File: config.mk
export PLATFORM = sky130hd
export DESIGN_NAME = keypad_sleep_ctrl
export DESIGN_NICKNAME = d
export VERILOG_FILES = /design/src/rtl/keypad_sleep_ctrl.sv
export SDC_FILE = /design/constraint.sdc
export NUM_CORES = 1
export LEC_CHECK = 0
export ABC_AREA = 1
export CORE_ASPECT_RATIO = 1.75
export CORE_UTILIZATION = 45
export CTS_CLUSTER_DIAMETER = 50
export DETAILED_ROUTE_END_ITERATION = 10
export DONT_BUFFER_PORTS = 1
export GPL_TIMING_DRIVEN = 0
export PLACE_DENSITY = 0.68
export REMOVE_ABC_BUFFERS = 1
export SLEW_MARGIN = 30
export SYNTH_ARGS = -nofsm -noshare
export SYNTH_HDL_FRONTEND = slang
export SYNTH_SLANG_ARGS = --single-unit
File: constraint.sdc
create_clock -name clk -period 5.45 [get_ports clk]
set_clock_uncertainty 0.1 [all_clocks]
set_input_delay 0.8175 -clock clk [delete_from_list [all_inputs] [get_ports clk]]
set_output_delay 0.8175 -clock clk [all_outputs]
set_load 0.03 [all_outputs]
File: src/rtl/keypad_sleep_ctrl.sv
module keypad_sleep_ctrl #(
  parameter int SETTLE_MS = 2,
  parameter int BASE_MS   = 256
) (
  input  logic       clk,
  input  logic       rst_n,
  input  logic       ms_tick,
  input  logic       key_down,
  input  logic       asl_wr,
  input  logic [2:0] asl_code,
  input  logic       cfg_wr,
  input  logic       cfg_run,
  input  logic       cfg_autowake,
  output logic       run_status,
  output logic       analog_en,
  output logic       scan_ready,
  output logic       wake_by_key
);
  localparam int MAX_MS = BASE_MS << 5;
  localparam int CNT_W  = $clog2(MAX_MS + 1);
  localparam int ST_W   = $clog2(SETTLE_MS + 1);

  typedef enum logic [1:0] {S_RUN, S_SLEEP, S_SETTLE} pwr_t;

  pwr_t             state;
  logic [2:0]       code_q;
  logic             aw_q;
  logic             key_wake_q;
  logic [CNT_W-1:0] idle_cnt;
  logic [ST_W-1:0]  settle_cnt;
  logic [CNT_W-1:0] limit;

  function automatic logic [CNT_W-1:0] period(input logic [2:0] c);
    if (c == 3'd0)      return '0;
    else if (c >= 3'd6) return CNT_W'(BASE_MS);
    else                return CNT_W'(BASE_MS << (6 - int'(c)));
  endfunction

  assign limit      = period(code_q);
  assign run_status = (state != S_SLEEP);
  assign analog_en  = (state != S_SLEEP);

  wire idle_restart = key_down || (cfg_wr && cfg_run) || asl_wr;
  wire force_sleep  = cfg_wr && !cfg_run;

  always_ff @(posedge clk or negedge rst_n) begin
    if (!rst_n) begin
      state       <= S_RUN;
      code_q      <= 3'd7;
      aw_q        <= 1'b1;
      key_wake_q  <= 1'b0;
      idle_cnt    <= '0;
      settle_cnt  <= '0;
      scan_ready  <= 1'b0;
      wake_by_key <= 1'b0;
    end else begin
      scan_ready  <= 1'b0;
      wake_by_key <= 1'b0;
      if (asl_wr) code_q <= asl_code;
      if (cfg_wr) aw_q <= cfg_autowake;
      unique case (state)
        S_RUN: begin
          if (force_sleep) begin
            state    <= S_SLEEP;
            idle_cnt <= '0;
          end else if (idle_restart) begin
            idle_cnt <= '0;
          end else if (ms_tick && code_q != 3'd0) begin
            if (idle_cnt == limit - 1'b1) begin
              state    <= S_SLEEP;
              idle_cnt <= '0;
            end else begin
              idle_cnt <= idle_cnt + 1'b1;
            end
          end
        end
        S_SLEEP: begin
          if (cfg_wr) begin
            if (cfg_run) begin
              state      <= S_SETTLE;
              settle_cnt <= '0;
              key_wake_q <= 1'b0;
            end
          end else if (key_down && aw_q) begin
            state      <= S_SETTLE;
            settle_cnt <= '0;
            key_wake_q <= 1'b1;
          end
        end
        S_SETTLE: begin
          if (force_sleep) begin
            state <= S_SLEEP;
          end else if (ms_tick) begin
            if (settle_cnt == ST_W'(SETTLE_MS - 1)) begin
              state       <= S_RUN;
              idle_cnt    <= '0;
              scan_ready  <= 1'b1;
              wake_by_key <= key_wake_q;
            end else begin
              settle_cnt <= settle_cnt + 1'b1;
            end
          end
        end
        default: state <= S_RUN;
      endcase
    end
  end


  sleep_cmd_chk: assert property (@(posedge clk) disable iff (!rst_n)
    cfg_wr && !cfg_run |=> !run_status);


  wake_cmd_chk: assert property (@(posedge clk) disable iff (!rst_n)
    cfg_wr && cfg_run |=> run_status);


  no_autowake_chk: assert property (@(posedge clk) disable iff (!rst_n)
    !run_status && !cfg_wr && !aw_q |=> !run_status);


  no_autosleep_chk: assert property (@(posedge clk) disable iff (!rst_n)
    run_status && code_q == 3'd0 && !cfg_wr && !asl_wr |=> run_status);


  strobe_width_chk: assert property (@(posedge clk) disable iff (!rst_n)
    scan_ready |=> !scan_ready);


  strobe_awake_chk: assert property (@(posedge clk) disable iff (!rst_n)
    scan_ready |-> run_status && analog_en);


  key_flag_chk: assert property (@(posedge clk) disable iff (!rst_n)
    wake_by_key |-> scan_ready);
endmodule

==> metrics.txt <==
# TYPE chip_impl_metric gauge
chip_impl_metric{name="clk_path_buf_depth",unit=""} 2
chip_impl_info{name="worst_setup_path_end_kind",value="flip-flop"} 1
chip_impl_metric{name="core.rowCount",unit=""} 30
chip_impl_metric{name="timing.max_slew.rel_slack",unit="%"} 61.4
chip_impl_metric{name="switchingPower",unit="mW"} 0.212
chip_impl_metric{name="die_width",unit="um"} 50.6
chip_impl_metric{name="synth_top_area_share",unit="%"} 28.2
chip_impl_info{name="cpMostUsedCell",value="nand2_1"} 1
chip_impl_info{name="clk_root_buffer_cell",value="clkbuf_8"} 1
chip_impl_metric{name="postLayoutCoreUtil",unit="%"} 50.0
chip_impl_info{name="worstReg2RegEnd",value="idle_cnt[0]$_DFFE_PN0P_"} 1
chip_impl_info{name="timing.critical_path.from",value="code_q[0]$_DFFE_PN1P_"} 1
chip_impl_metric{name="design.final.nets",unit=""} 289
chip_impl_info{name="tritoncts",value="yes"} 1
chip_impl_metric{name="regToRegSetupSlack",unit="ns"} 2.55
chip_impl_metric{name="mapped_cell_area",unit="sq um"} 1860
chip_impl_metric{name="ir_drop",unit="mV"} 0.250
chip_impl_metric{name="initial_antenna_violation_count",unit=""} 0
chip_impl_metric{name="layout.filler_cells",unit=""} 422
chip_impl_metric{name="power.sequential.fraction",unit="%"} 42.2
chip_impl_metric{name="netlist-cell-type-count",unit=""} 29
chip_impl_info{name="setup.worst_path.end",value="idle_cnt[0]$_DFFE_PN0P_"} 1
chip_impl_metric{name="global_route_wire_length_before_repair",unit="mm"} 6.56
chip_impl_metric{name="hold_buffers",unit=""} 0
chip_impl_metric{name="postSynthRegisterBits",unit=""} 25
chip_impl_metric{name="asyncSetResetFlopFracSynth",unit="%"} 100
chip_impl_metric{name="postLayoutCellArea",unit="sq um"} 1950
chip_impl_info{name="dominantRegCellSynth",value="dfrtp_1"} 1
chip_impl_metric{name="share_comb_of_total_power",unit="%"} 36.7
chip_impl_info{name="run_status",value="completed"} 1
chip_impl_metric{name="globalRouteTotalUtil",unit="%"} 19.3
chip_impl_metric{name="grt_remaining_overflow",unit=""} 0
chip_impl_metric{name="total_power",unit="mW"} 0.528
chip_impl_metric{name="post_layout_instance_count_excluding_filler_cells",unit=""} 317
chip_impl_metric{name="worstRegToRegCells",unit=""} 17
chip_impl_metric{name="pwr-share-clk",unit="%"} 21.1
chip_impl_metric{name="ff_latch_area",unit="sq um"} 631
chip_impl_info{name="worst-setup-path-type",value="reg -> reg"} 1
chip_impl_metric{name="cts.sink_count",unit=""} 25
chip_impl_info{name="netlist_top_cells_area",value="dfrtp_1, nand2_1, inv_1, nand3_1, dfstp_2"} 1
chip_impl_metric{name="areaGrowthSynthToFinish",unit="%"} 4.77
chip_impl_metric{name="h_tree_lvl_count",unit=""} 1
chip_impl_metric{name="floorplan.core_area",unit="sq um"} 3900
chip_impl_metric{name="slew_viol_final",unit=""} 0
chip_impl_metric{name="diodes",unit=""} 0
chip_impl_metric{name="clkSlewWorstSetupHoldPaths",unit="ns"} 0.09
chip_impl_metric{name="seq_area_frac_synth",unit="%"} 33.8
chip_impl_metric{name="yosys_warnings",unit=""} 0
chip_impl_metric{name="cts_post_setup_buffers_inserted",unit=""} 0
chip_impl_metric{name="placedCellCount",unit=""} 313
chip_impl_metric{name="post_synth_inst_count",unit=""} 268
chip_impl_metric{name="placement.io_buffers",unit=""} 0
chip_impl_info{name="grt_setup_unrepaired",value="false"} 1
chip_impl_metric{name="drc",unit=""} 0
chip_impl_metric{name="max_freq",unit="GHz"} 0.345
chip_impl_info{name="timing.critical_path.slowest_stage_cell",value="dfstp_2"} 1
chip_impl_metric{name="synthesis.area_per_instance",unit="sq um"} 6.95
chip_impl_metric{name="grt_start_max_net_pins",unit=""} 26
chip_impl_info{name="netlist.top_cell.by_area",value="dfrtp_1"} 1
chip_impl_metric{name="detail_route.iter0.violations",unit=""} 28
chip_impl_metric{name="drive_gt1_share",unit="%"} 14.5
chip_impl_metric{name="cap_viol_max_count",unit=""} 0
chip_impl_metric{name="dieHeight",unit="um"} 87.1
chip_impl_metric{name="tightest_slew",unit="ns"} 0.579
chip_impl_metric{name="power.static_leakage",unit="nW"} 0.951
chip_impl_metric{name="totalNegativeSetupSlack",unit="ns"} 0
chip_impl_metric{name="inserted_clock_buffers",unit=""} 3
chip_impl_info{name="worst_setup_path_start_kind",value="flip-flop"} 1
chip_impl_info{name="synthMostInstantiatedCell",value="nand2_1"} 1
chip_impl_info{name="worstHoldPathType",value="in -> async"} 1
chip_impl_metric{name="initial_core_util",unit="%"} 47.7
chip_impl_info{name="synth_top_cells_by_count",value="nand2_1, inv_1, nand3_1, dfrtp_1, nor2_1"} 1
chip_impl_metric{name="postPlaceCellArea",unit="sq um"} 1900
chip_impl_metric{name="synth-edff-count",unit=""} 0
chip_impl_metric{name="crit_fanout",unit=""} 11
chip_impl_metric{name="gp_congestion",unit=""} 0.836
chip_impl_metric{name="worstSkewPairLatency",unit="ns"} 0.27
chip_impl_metric{name="avgRoutedWirePerCell",unit="um"} 11.4
chip_impl_info{name="r2r_start",value="code_q[0]$_DFFE_PN1P_"} 1
chip_impl_metric{name="power.switching_fraction",unit="%"} 40.2
chip_impl_metric{name="worst_ep_arrival_time",unit="ns"} 2.95
chip_impl_metric{name="power.density_cell_area",unit="nW/um^2"} 270
chip_impl_metric{name="drt-total-wl",unit="mm"} 3.60
chip_impl_metric{name="finalCritPeriodShare",unit="%"} 53.2
chip_impl_metric{name="timing.critical_path.required",unit="ns"} 5.50
chip_impl_metric{name="internal_power",unit="mW"} 0.316
chip_impl_metric{name="finalSetupViolations",unit=""} 0
chip_impl_info{name="cells_traversed_along_the_worst_timing_path",value="inv_1, ha_1, nand2_1, nand2_2, nor2_2, nand2_2, ha_1, nand3_1, nand2_1, nand2_1, nand2_1, inv_1, nand2_1, nor2_2, nand2_2, nand2_2, o21ai_0"} 1
chip_impl_metric{name="pin_count",unit=""} 15
chip_impl_metric{name="cts_resized",unit=""} 0
chip_impl_metric{name="die-area",unit="sq um"} 4410
chip_impl_metric{name="total_vias_in_the_final_route",unit=""} 1584
chip_impl_metric{name="critPathMaxStageDelay",unit="ns"} 0.58
chip_impl_metric{name="first_pass_iters",unit=""} 4
chip_impl_metric{name="drtAntennaViolNets",unit=""} 0
chip_impl_metric{name="viasPerCell",unit=""} 5.00
chip_impl_metric{name="count_of_final_hold_check_violations",unit=""} 0
chip_impl_metric{name="multi_input_area",unit="sq um"} 1050
chip_impl_metric{name="hpwlAfterDp",unit="mm"} 2.93
chip_impl_metric{name="first_global_vias",unit=""} 1590
chip_impl_metric{name="final.min_clock_period",unit="ns"} 2.90
-- cell usage in the layout (no fill, tap or decap) --
| cell type | synthesis | routed |
|---|---|---|
| dfrtp_1 | 21 | 21 |
| o21bai_1 | 3 | 3 |
| o21ai_0 | 11 | 11 |
| a21oi_1 | 3 | 3 |
| clkbuf_8 | 0 | 3 |
| nand3_2 | 1 | 1 |
| nand3_1 | 22 | 22 |
| inv_2 | 3 | 3 |
| nor2_1 | 20 | 20 |
| xor2_1 | 7 | 7 |
| nand4_1 | 3 | 3 |
| o21ai_1 | 2 | 1 |
| xnor2_1 | 3 | 3 |
| o211ai_1 | 1 | 1 |
| a21boi_0 | 1 | 1 |
| o31ai_1 | 1 | 1 |
| nor3_1 | 2 | 2 |
| nor4_1 | 1 | 1 |
| nand2_1 | 81 | 81 |
| nor3b_1 | 1 | 1 |
| inv_1 | 40 | 40 |
| clkinvlp_4 | 0 | 1 |
| nor2_2 | 7 | 7 |
| dfstp_2 | 4 | 4 |
| nand2_2 | 8 | 8 |
| o21ai_2 | 10 | 11 |
| nor2_4 | 1 | 1 |
| ha_1 | 8 | 8 |
-- stage by stage --
step,setup WS [ns],hold slack [ns]
2_1_floorplan,2.88,0.342
3_3_place_gp,2.54,0.351
3_5_place_dp,2.53,0.354
4_1_cts,2.51,0.119
5_1_grt,2.30,0.108
6_report,2.55,0.127
-- cell type report --
| type | count | area share, % |
|---|---|---|
| inverter | 43 | 8.27 |
| multi-input combinational | 197 | 53.8 |
| tap | 48 | 3.08 |
| clock buffer | 3 | 2.12 |
| sequential | 25 | 32.3 |
| clock inverter | 1 | 0.385 |
-- metal layers --
| metal | GRT usage [%] | share of wire, % |
|---|---|---|
| met5 | 0 | 0 |
| met3 | 1.92 | 1.5 |
| met2 | 37.5 | 56 |
| met4 | 10.4 | 2.7 |
| met1 | 19.4 | 40 |
-- state kept, by name (all words and copies together), names as in the netlist --
name / count
idle_cnt: 14
code_q: 3
settle_cnt: 2
state: 2
aw_q: 1
key_wake_q: 1
scan_ready: 1
wake_by_key: 1
-- power groups by stage --
stage                     clock, mW  sequential, mW  combinational, mW
after CTS                     0.117           0.223              0.196
after global routing          0.123           0.226              0.226
after detailed placement          0           0.227              0.195
final                         0.111           0.223              0.194
after global placement            0           0.226              0.191
after floorplan                   0           0.223              0.159
-- worst min-delay path by stage --
stage | end | startpoint | cells past startpoint
final | key_wake_q$_DFFE_PN0P_ | rst_n | 0
after global routing | state[1]$_DFFE_PN0P_ | rst_n | 0
after CTS | key_wake_q$_DFFE_PN0P_ | rst_n | 0
after detailed placement | aw_q$_DFFE_PN1P_ | aw_q$_DFFE_PN1P_ | 2
after global placement | aw_q$_DFFE_PN1P_ | aw_q$_DFFE_PN1P_ | 2
after floorplan | aw_q$_DFFE_PN1P_ | aw_q$_DFFE_PN1P_ | 2
-- logic make-up after synthesis --
family	after synthesis	share of synthesized area [%]
flops	25	33.8
simple gates	147	34.7
buf+inv	46	9.94
xor+xnor	10	4.70
compound gates	32	11.4
fa+ha+maj	8	5.37
-- critical path, delay by kind of cell (launching register included) --
family | cells | cell delay, ns
DFF | 1 | 0.58
adders and majority gates | 2 | 0.49
buffers and inverters | 2 | 0.15
AOI/OAI and AO/OA | 1 | 0.12
and+or+nand+nor | 12 | 1.34
Power figures use the tool's default switching activity.
